==> src/rtl/fsr_pkg.sv <==
// Package: fsr_pkg
// Shared widths and encodings for the fractional sample-rate strobe generator.
// Assumes rate words are twice the accumulator width.
package fsr_pkg;
    localparam int unsigned RATE_W_DEF = 16;

    // Master family selected by a channel's family register.
    typedef enum logic {
        FAM_48K = 1'b0,
        FAM_44K = 1'b1
    } fam_e;

    // Register picked by cfg_addr.
    typedef enum logic {
        REG_FAMILY = 1'b0,
        REG_RATE   = 1'b1
    } reg_sel_e;
endpackage

==> src/rtl/fsr_cfg_reg.sv <==
// Module: fsr_cfg_reg
// Holds one channel's family bit, increment and recovered modulus.
// The modulus is recovered once, when the rate word is loaded, as
// inc - field - 1 in W-bit arithmetic. Assumes writes are single-cycle.
module fsr_cfg_reg
    import fsr_pkg::*;
#(
    parameter int unsigned W = RATE_W_DEF
) (
    input  logic           clk,
    input  logic           rst_n,
    input  logic           wr_fam,
    input  logic           wr_rate,
    input  logic [2*W-1:0] wdata,
    output fam_e           fam,
    output logic [W-1:0]   inc,
    output logic [W-1:0]   modv
);
    logic [W-1:0] new_inc;
    logic [W-1:0] new_fld;
    logic [W-1:0] new_mod;

    // Split the rate word and recover the modulus from its packed form.
    always_comb begin
        new_inc = wdata[W-1:0];
        new_fld = wdata[2*W-1:W];
        new_mod = new_inc - new_fld - W'(1);
    end

    // Family register: updated only by a family write.
    always_ff @(posedge clk) begin
        if (!rst_n) begin
            fam <= FAM_48K;
        end else if (wr_fam) begin
            fam <= fam_e'(wdata[0]);
        end
    end

    // Rate registers: reset to inc 0 / field 0, which decodes to an all-ones modulus.
    always_ff @(posedge clk) begin
        if (!rst_n) begin
            inc  <= '0;
            modv <= '1;
        end else if (wr_rate) begin
            inc  <= new_inc;
            modv <= new_mod;
        end
    end
endmodule

==> src/rtl/fsr_accum.sv <==
// Module: fsr_accum
// Bresenham-style accumulator. On a tick it adds inc and wraps modulo modv,
// registering a one-cycle strobe on each wrap. A clear wins over a tick.
// If inc >= modv, every tick strobes and the accumulator returns to zero.
module fsr_accum #(
    parameter int unsigned W = 16
) (
    input  logic         clk,
    input  logic         rst_n,
    input  logic         tick,
    input  logic         clear,
    input  logic [W-1:0] inc,
    input  logic [W-1:0] modv,
    output logic         stb,
    output logic [W-1:0] acc
);
    logic [W:0]   sum;
    logic [W-1:0] rem;
    logic         over;
    logic         wrap;

    // Next-value arithmetic: widened sum, wrapped remainder, and the two compares.
    always_comb begin
        sum  = {1'b0, acc} + {1'b0, inc};
        rem  = acc + inc - modv;
        over = (inc >= modv);
        wrap = (sum >= {1'b0, modv});
    end

    // Accumulator and strobe update.
    always_ff @(posedge clk) begin
        if (!rst_n) begin
            acc <= '0;
            stb <= 1'b0;
        end else if (clear) begin
            acc <= '0;
            stb <= 1'b0;
        end else if (tick) begin
            if (over) begin
                acc <= '0;
                stb <= 1'b1;
            end else if (wrap) begin
                acc <= rem;
                stb <= 1'b1;
            end else begin
                acc <= sum[W-1:0];
                stb <= 1'b0;
            end
        end else begin
            stb <= 1'b0;
        end
    end
endmodule

==> src/rtl/fsr_chan.sv <==
// Module: fsr_chan
// One rate channel: configuration registers, tick selection and accumulator.
// The tick is chosen by the family bit held before any same-cycle write.
module fsr_chan
    import fsr_pkg::*;
#(
    parameter int unsigned W = RATE_W_DEF
) (
    input  logic           clk,
    input  logic           rst_n,
    input  logic           wr_fam,
    input  logic           wr_rate,
    input  logic [2*W-1:0] wdata,
    input  logic           tick_441,
    input  logic           tick_480,
    output logic           stb,
    output logic [W-1:0]   acc,
    output logic [W-1:0]   modv,
    output logic           fam_bit
);
    fam_e         fam;
    logic [W-1:0] inc;
    logic         tick;

    fsr_cfg_reg #(.W(W)) u_cfg (
        .clk    (clk),
        .rst_n  (rst_n),
        .wr_fam (wr_fam),
        .wr_rate(wr_rate),
        .wdata  (wdata),
        .fam    (fam),
        .inc    (inc),
        .modv   (modv)
    );

    // Pick the master tick of the currently selected family.
    always_comb begin
        tick    = (fam == FAM_44K) ? tick_441 : tick_480;
        fam_bit = (fam == FAM_44K);
    end

    fsr_accum #(.W(W)) u_acc (
        .clk  (clk),
        .rst_n(rst_n),
        .tick (tick),
        .clear(wr_rate),
        .inc  (inc),
        .modv (modv),
        .stb  (stb),
        .acc  (acc)
    );
endmodule

==> src/rtl/fsr_strobe_gen.sv <==
// Module: fsr_strobe_gen
// Top of the fractional sample-rate strobe generator: NUM_CH independent
// channels behind one write port. Channel 0 paces playback, 1 paces capture.
// Assumes tick inputs are one-cycle pulses synchronous to clk.
module fsr_strobe_gen
    import fsr_pkg::*;
#(
    parameter int unsigned NUM_CH = 2,
    parameter int unsigned RATE_W = RATE_W_DEF,
    localparam int unsigned CH_W  = (NUM_CH > 1) ? $clog2(NUM_CH) : 1
) (
    input  logic                clk,
    input  logic                rst_n,
    input  logic                cfg_we,
    input  logic [CH_W-1:0]     cfg_chan,
    input  logic                cfg_addr,
    input  logic [2*RATE_W-1:0] cfg_wdata,
    input  logic                tick_441,
    input  logic                tick_480,
    output logic [NUM_CH-1:0]   sample_stb
);
    logic [NUM_CH-1:0]             wr_fam;
    logic [NUM_CH-1:0]             wr_rate;
    logic [NUM_CH-1:0][RATE_W-1:0] ch_acc;
    logic [NUM_CH-1:0][RATE_W-1:0] ch_mod;
    logic [NUM_CH-1:0]             ch_fam;

    for (genvar c = 0; c < NUM_CH; c++) begin : g_ch
        // Decode the write port into per-channel register strobes.
        always_comb begin
            wr_fam[c]  = cfg_we && (cfg_chan == CH_W'(c)) && (cfg_addr == REG_FAMILY);
            wr_rate[c] = cfg_we && (cfg_chan == CH_W'(c)) && (cfg_addr == REG_RATE);
        end

        fsr_chan #(.W(RATE_W)) u_chan (
            .clk     (clk),
            .rst_n   (rst_n),
            .wr_fam  (wr_fam[c]),
            .wr_rate (wr_rate[c]),
            .wdata   (cfg_wdata),
            .tick_441(tick_441),
            .tick_480(tick_480),
            .stb     (sample_stb[c]),
            .acc     (ch_acc[c]),
            .modv    (ch_mod[c]),
            .fam_bit (ch_fam[c])
        );
    end
endmodule

==> config.mk <==
export PLATFORM = sky130hd
export DESIGN_NAME = fsr_strobe_gen
export DESIGN_NICKNAME = d
export VERILOG_FILES = /design/src/rtl/fsr_pkg.sv /design/src/rtl/fsr_cfg_reg.sv /design/src/rtl/fsr_accum.sv /design/src/rtl/fsr_chan.sv /design/src/rtl/fsr_strobe_gen.sv
export SDC_FILE = /design/constraint.sdc
export NUM_CORES = 1
export LEC_CHECK = 0
export BUFFER_PORTS_ARGS = -buffer_cell sky130_fd_sc_hd__buf_2
export CAP_MARGIN = 5
export CORE_MARGIN = 5
export CORE_UTILIZATION = 60
export CTS_BUF_LIST = sky130_fd_sc_hd__clkbuf_2 sky130_fd_sc_hd__clkbuf_4 sky130_fd_sc_hd__clkbuf_8
export CTS_CLUSTER_DIAMETER = 40
export DETAILED_ROUTE_END_ITERATION = 10
export GPL_TIMING_DRIVEN = 0
export PLACE_DENSITY = 0.82
export SYNTH_ARGS = -nofsm -noshare
export SYNTH_HDL_FRONTEND = slang
export SYNTH_SLANG_ARGS = --single-unit
export TNS_END_PERCENT = 100
==> constraint.sdc <==
create_clock -name clk -period 9.2 [get_ports clk]
set_clock_uncertainty 0.1 [all_clocks]
set_input_delay 0.92 -clock clk [delete_from_list [all_inputs] [get_ports clk]]
set_output_delay 0.92 -clock clk [all_outputs]
set_load 0.01 [all_outputs]
==> impl_results.md <==
- CTS max path bufs: 2
- Unique cell type count in the Yosys netlist: 76
- Post-synth top cells: inv_1 (185), ha_1 (143), dfxtp_1 (100)
- Die Y-Extent: 136 um
- Hold Path Origin: g_ch[0].u_chan.u_acc.acc[2]$_SDFFE_PP0P_
- Worst path arrival time: 4.85 ns
- Final GP Congestion: 0.924
- Hold_buf cts: 0
- Final setup vio count: 0
- Complex-gate fraction of the synthesized area: 21.4%
- Synth async-reset ratio: 0%
- Clk_lat worst skew: 0.40 ns
- # fillers: 1362
- Vias in the first global route: 8108
- DR pass1 iterations: 5
- Cell count of the worst reg-to-reg path: 18
- CP Cell Sequence: ha_1 -> inv_1 -> fa_1 -> nor2b_1 -> o2111ai_1 -> nand3_1 -> nand2_1 -> o2111ai_1 -> o31ai_1 -> xnor2_1 -> ha_1 -> a21o_1 -> a211oi_1 -> o2111ai_1 -> nor2_2 -> buf_4 -> nor3_1 -> a221o_1
- Crit Path Max Fanout: 10
- Cts bufs inserted: 9
- Hold EP: g_ch[0].u_chan.u_acc.acc[2]$_SDFFE_PP0P_
- Gr ovfl total: 0
- Clk pwr share: 31.9%
- First-pass GRT wire length: 38500 um
- DR WL/cell: 16.3 um
- Mapped cell area: 9530 um^2
- Area added between synthesis and finish: 7.39%
- Normalized max-slew margin: 47.5%
- Syn_nets: 1402
- Post-synth top flop: dfxtp_1
- FMAX: 215 MHz
- Die area: 18500 um^2
- Adder-cell area share of the yosys netlist: 25.7%
- CTS Sinks: 100
- Reg-to-reg startpoint: g_ch[1].u_chan.u_acc.acc[0]$_SDFFE_PP0P_
- Crit path top cell by count: o2111ai_1
- Sequential Power Share: 42.4%
- Post-DP HPWL: 19900 um
- Register area: 2000 um^2
- Most common cell in the netlist: inv_1
- Antenna violations before repair: 0
- Power Internal: 745 uW
- YS warnings: 0
- CTS H-tree lvls: 3
- Reg clk slew, reported paths: 0.10 ns
- VDD IR max: 0.0690 mV
- Setup repair after global routing missed its margin: no
- Largest net degree at the start of global routing: 17
- Slew @ Worst Pin: 0.785 ns
- CTS tree: yes
- Non-Filler Instances: 1458
- Logic pwr share: 25.8%
- Initial DRC Count: 559
- Post-CTS sizing: 0
- Starting Density: 60.7%
- TNS Setup: 0 ns
- Crit Reg-Reg Endpoint: g_ch[1].u_chan.u_acc.acc[13]$_SDFFE_PP0P_
- Synth Area in Simple Gates: 14.7%
- Vias per inst: 5.72
- Post-synth EDFFs: 0
- PD cells: 108 nW/um^2
- Outcome: complete, no violations
- CP startpoint kind: flop
- Ports: 41
- Final Hold Violating Endpoints: 0
- #FFs+latches synth: 100
- Port bufs: 39
- Clock Tree Root: clkbuf_8
- Post-synthesis sequential area ratio: 21.0%
- Multi-input logic area: 6710 um^2
- Largest family of logic cells by synthesized area: adder cells
- R2R Setup Slk: 4.54 ns
- Sw power: 360 uW
- Critical path's largest stage delay: 0.40 ns
- Max Cap Violations: 0
- Layout Nets: 1452
- Fin crit share: 50.6%
- Antenna fix cells: 0
- Via count: 8346
- Mean Syn Cell Area: 8.03 um^2
- WP data required: 9.40 ns
- DRC Markers: 0
- Layout cell share with drive strength beyond 1: 6.84%
- Xor and xnor area share after synthesis: 5.97%
- Worst Setup End Kind: flop
- Hold Crit Class: flop to flop
- Hold path cells: 2
- All-Layer GR Usage: 26.1%
- Final Slew Violations: 0
- Switching share of power: 32.6%
- Top-area cell type share of the netlist area: 21.0%
- Row count: 46
- Area leader, netlist: dfxtp_1
- Leakage: 0.00523 uW
- Final min period: 4.66 ns
- Drt total wl: 23700 um
- Core ar.: 15700 um^2
- Synth area leaders: dfxtp_1 (21%), ha_1 (19%), inv_1 (7.3%)
- CP Class: flop to flop
- Finished Core Util: 65.1%
- Hold slack: 0.379 ns
- Slowest CP cell: fa_1
- Routed Antenna Nets: 0
- Cells after synthesis: 1187
- Cells after DPL: 1442
- Total power: 1100 uW
- Post-CTS Setup Repair Bufs: 0
- Die Wd: 136 um
- Mux share of post-synthesis cell area: 2.65%
==> cells by family (layout without fill, tap and decap cells) <==
group	after synthesis	count (layout)
xor gates and xnor gates	65	65
adders and majority gates	176	176
buffers and inverters	207	262
AOI/OAI and AO/OA	313	313
and+or+nand+nor	301	301
DFF	100	100
muxes	25	25
==> routing by layer <==
metal | global-route usage (%) | up-vias | share of wire (%)
met4 | 9.63 | 0 | 2.5
li1 | - | 4205 | -
met3 | 1.85 | 33 | 3.2
met2 | 46.7 | 173 | 49
met5 | 0 | - | 0
met1 | 32.9 | 3935 | 45
==> area by class of cell <==
type                            count  area share (%)
Timing Repair Buffer               39            1.91
Buffer                             22            1.26
Clock inverter                      7            1.12
Clock buffer                        9            1.21
Multi-Input combinational cell    880            65.5
Tap cell                          216            2.64
Inverter                          185            6.78
Sequential cell                   100            19.6
==> cell usage in the layout, fill, tap and decap left out, drive strengths merged, types with 22 or more instances in the layout <==
| master | instances |
|---|---|
| nand2 | 92 |
| clkbuf | 25 |
| inv | 185 |
| mux2i | 23 |
| a21o | 22 |
| nor3 | 32 |
| nand3 | 28 |
| fa | 33 |
| buf | 45 |
| a21oi | 85 |
| o21ai | 99 |
| dfxtp | 100 |
| ha | 143 |
| xnor2 | 48 |
| nor2 | 86 |
==> sequential cells by signal, indices dropped and copies added, names as in the netlist <==
register	flops
g_ch.u_chan.u_cfg.inc	32
g_ch.u_chan.u_cfg.fam	2
g_ch.u_chan.u_cfg.modv	32
g_ch.u_chan.u_acc.acc	32
g_ch.u_chan.u_acc.stb	2
==> worst max-delay path, delay by kind of cell (launching register included) <==
| family | cells | cell delay (ns) |
|---|---|---|
| AO/OA/AOI/OAI | 7 | 1.74 |
| AND/OR/NAND/NOR | 5 | 0.91 |
| adder cells (fa/ha/maj) | 3 | 0.87 |
| flip-flops | 1 | 0.38 |
| buffers and inverters | 2 | 0.33 |
| XOR/XNOR | 1 | 0.22 |
==> how the worst max path moves through the flow <==
stage / depth (start not counted) / end / startpoint
final: 18 / g_ch[1].u_chan.u_acc.acc[13]$_SDFFE_PP0P_ / g_ch[1].u_chan.u_acc.acc[0]$_SDFFE_PP0P_
after global routing: 18 / g_ch[1].u_chan.u_acc.acc[13]$_SDFFE_PP0P_ / g_ch[1].u_chan.u_acc.acc[0]$_SDFFE_PP0P_
after CTS: 18 / g_ch[1].u_chan.u_acc.acc[13]$_SDFFE_PP0P_ / g_ch[1].u_chan.u_acc.acc[0]$_SDFFE_PP0P_
after detailed placement: 18 / g_ch[1].u_chan.u_acc.acc[13]$_SDFFE_PP0P_ / g_ch[1].u_chan.u_acc.acc[0]$_SDFFE_PP0P_
after global placement: 18 / g_ch[1].u_chan.u_acc.acc[13]$_SDFFE_PP0P_ / g_ch[1].u_chan.u_acc.acc[0]$_SDFFE_PP0P_
after floorplan: 18 / g_ch[1].u_chan.u_acc.acc[13]$_SDFFE_PP0P_ / g_ch[1].u_chan.u_acc.acc[0]$_SDFFE_PP0P_
==> power groups by stage <==
stage                     combinational [uW]  sequential (uW)  clock, uW
after floorplan                          208              471          0
after global placement                   271              476          0
after detailed placement                 280              477          0
after CTS                                283              467        352
after global routing                     320              470        369
final                                    285              468        352
==> stage by stage <==
stage | setup slack [ns] | area, um^2
CTS | 4.65 | 10200
detailed placement | 4.70 | 10000
global route | 4.38 | 10200
global placement | 4.75 | 10000
finish | 4.54 | 10200
floorplan | 5.38 | 9530
No activity file was read; power rests on OpenSTA's default activity.
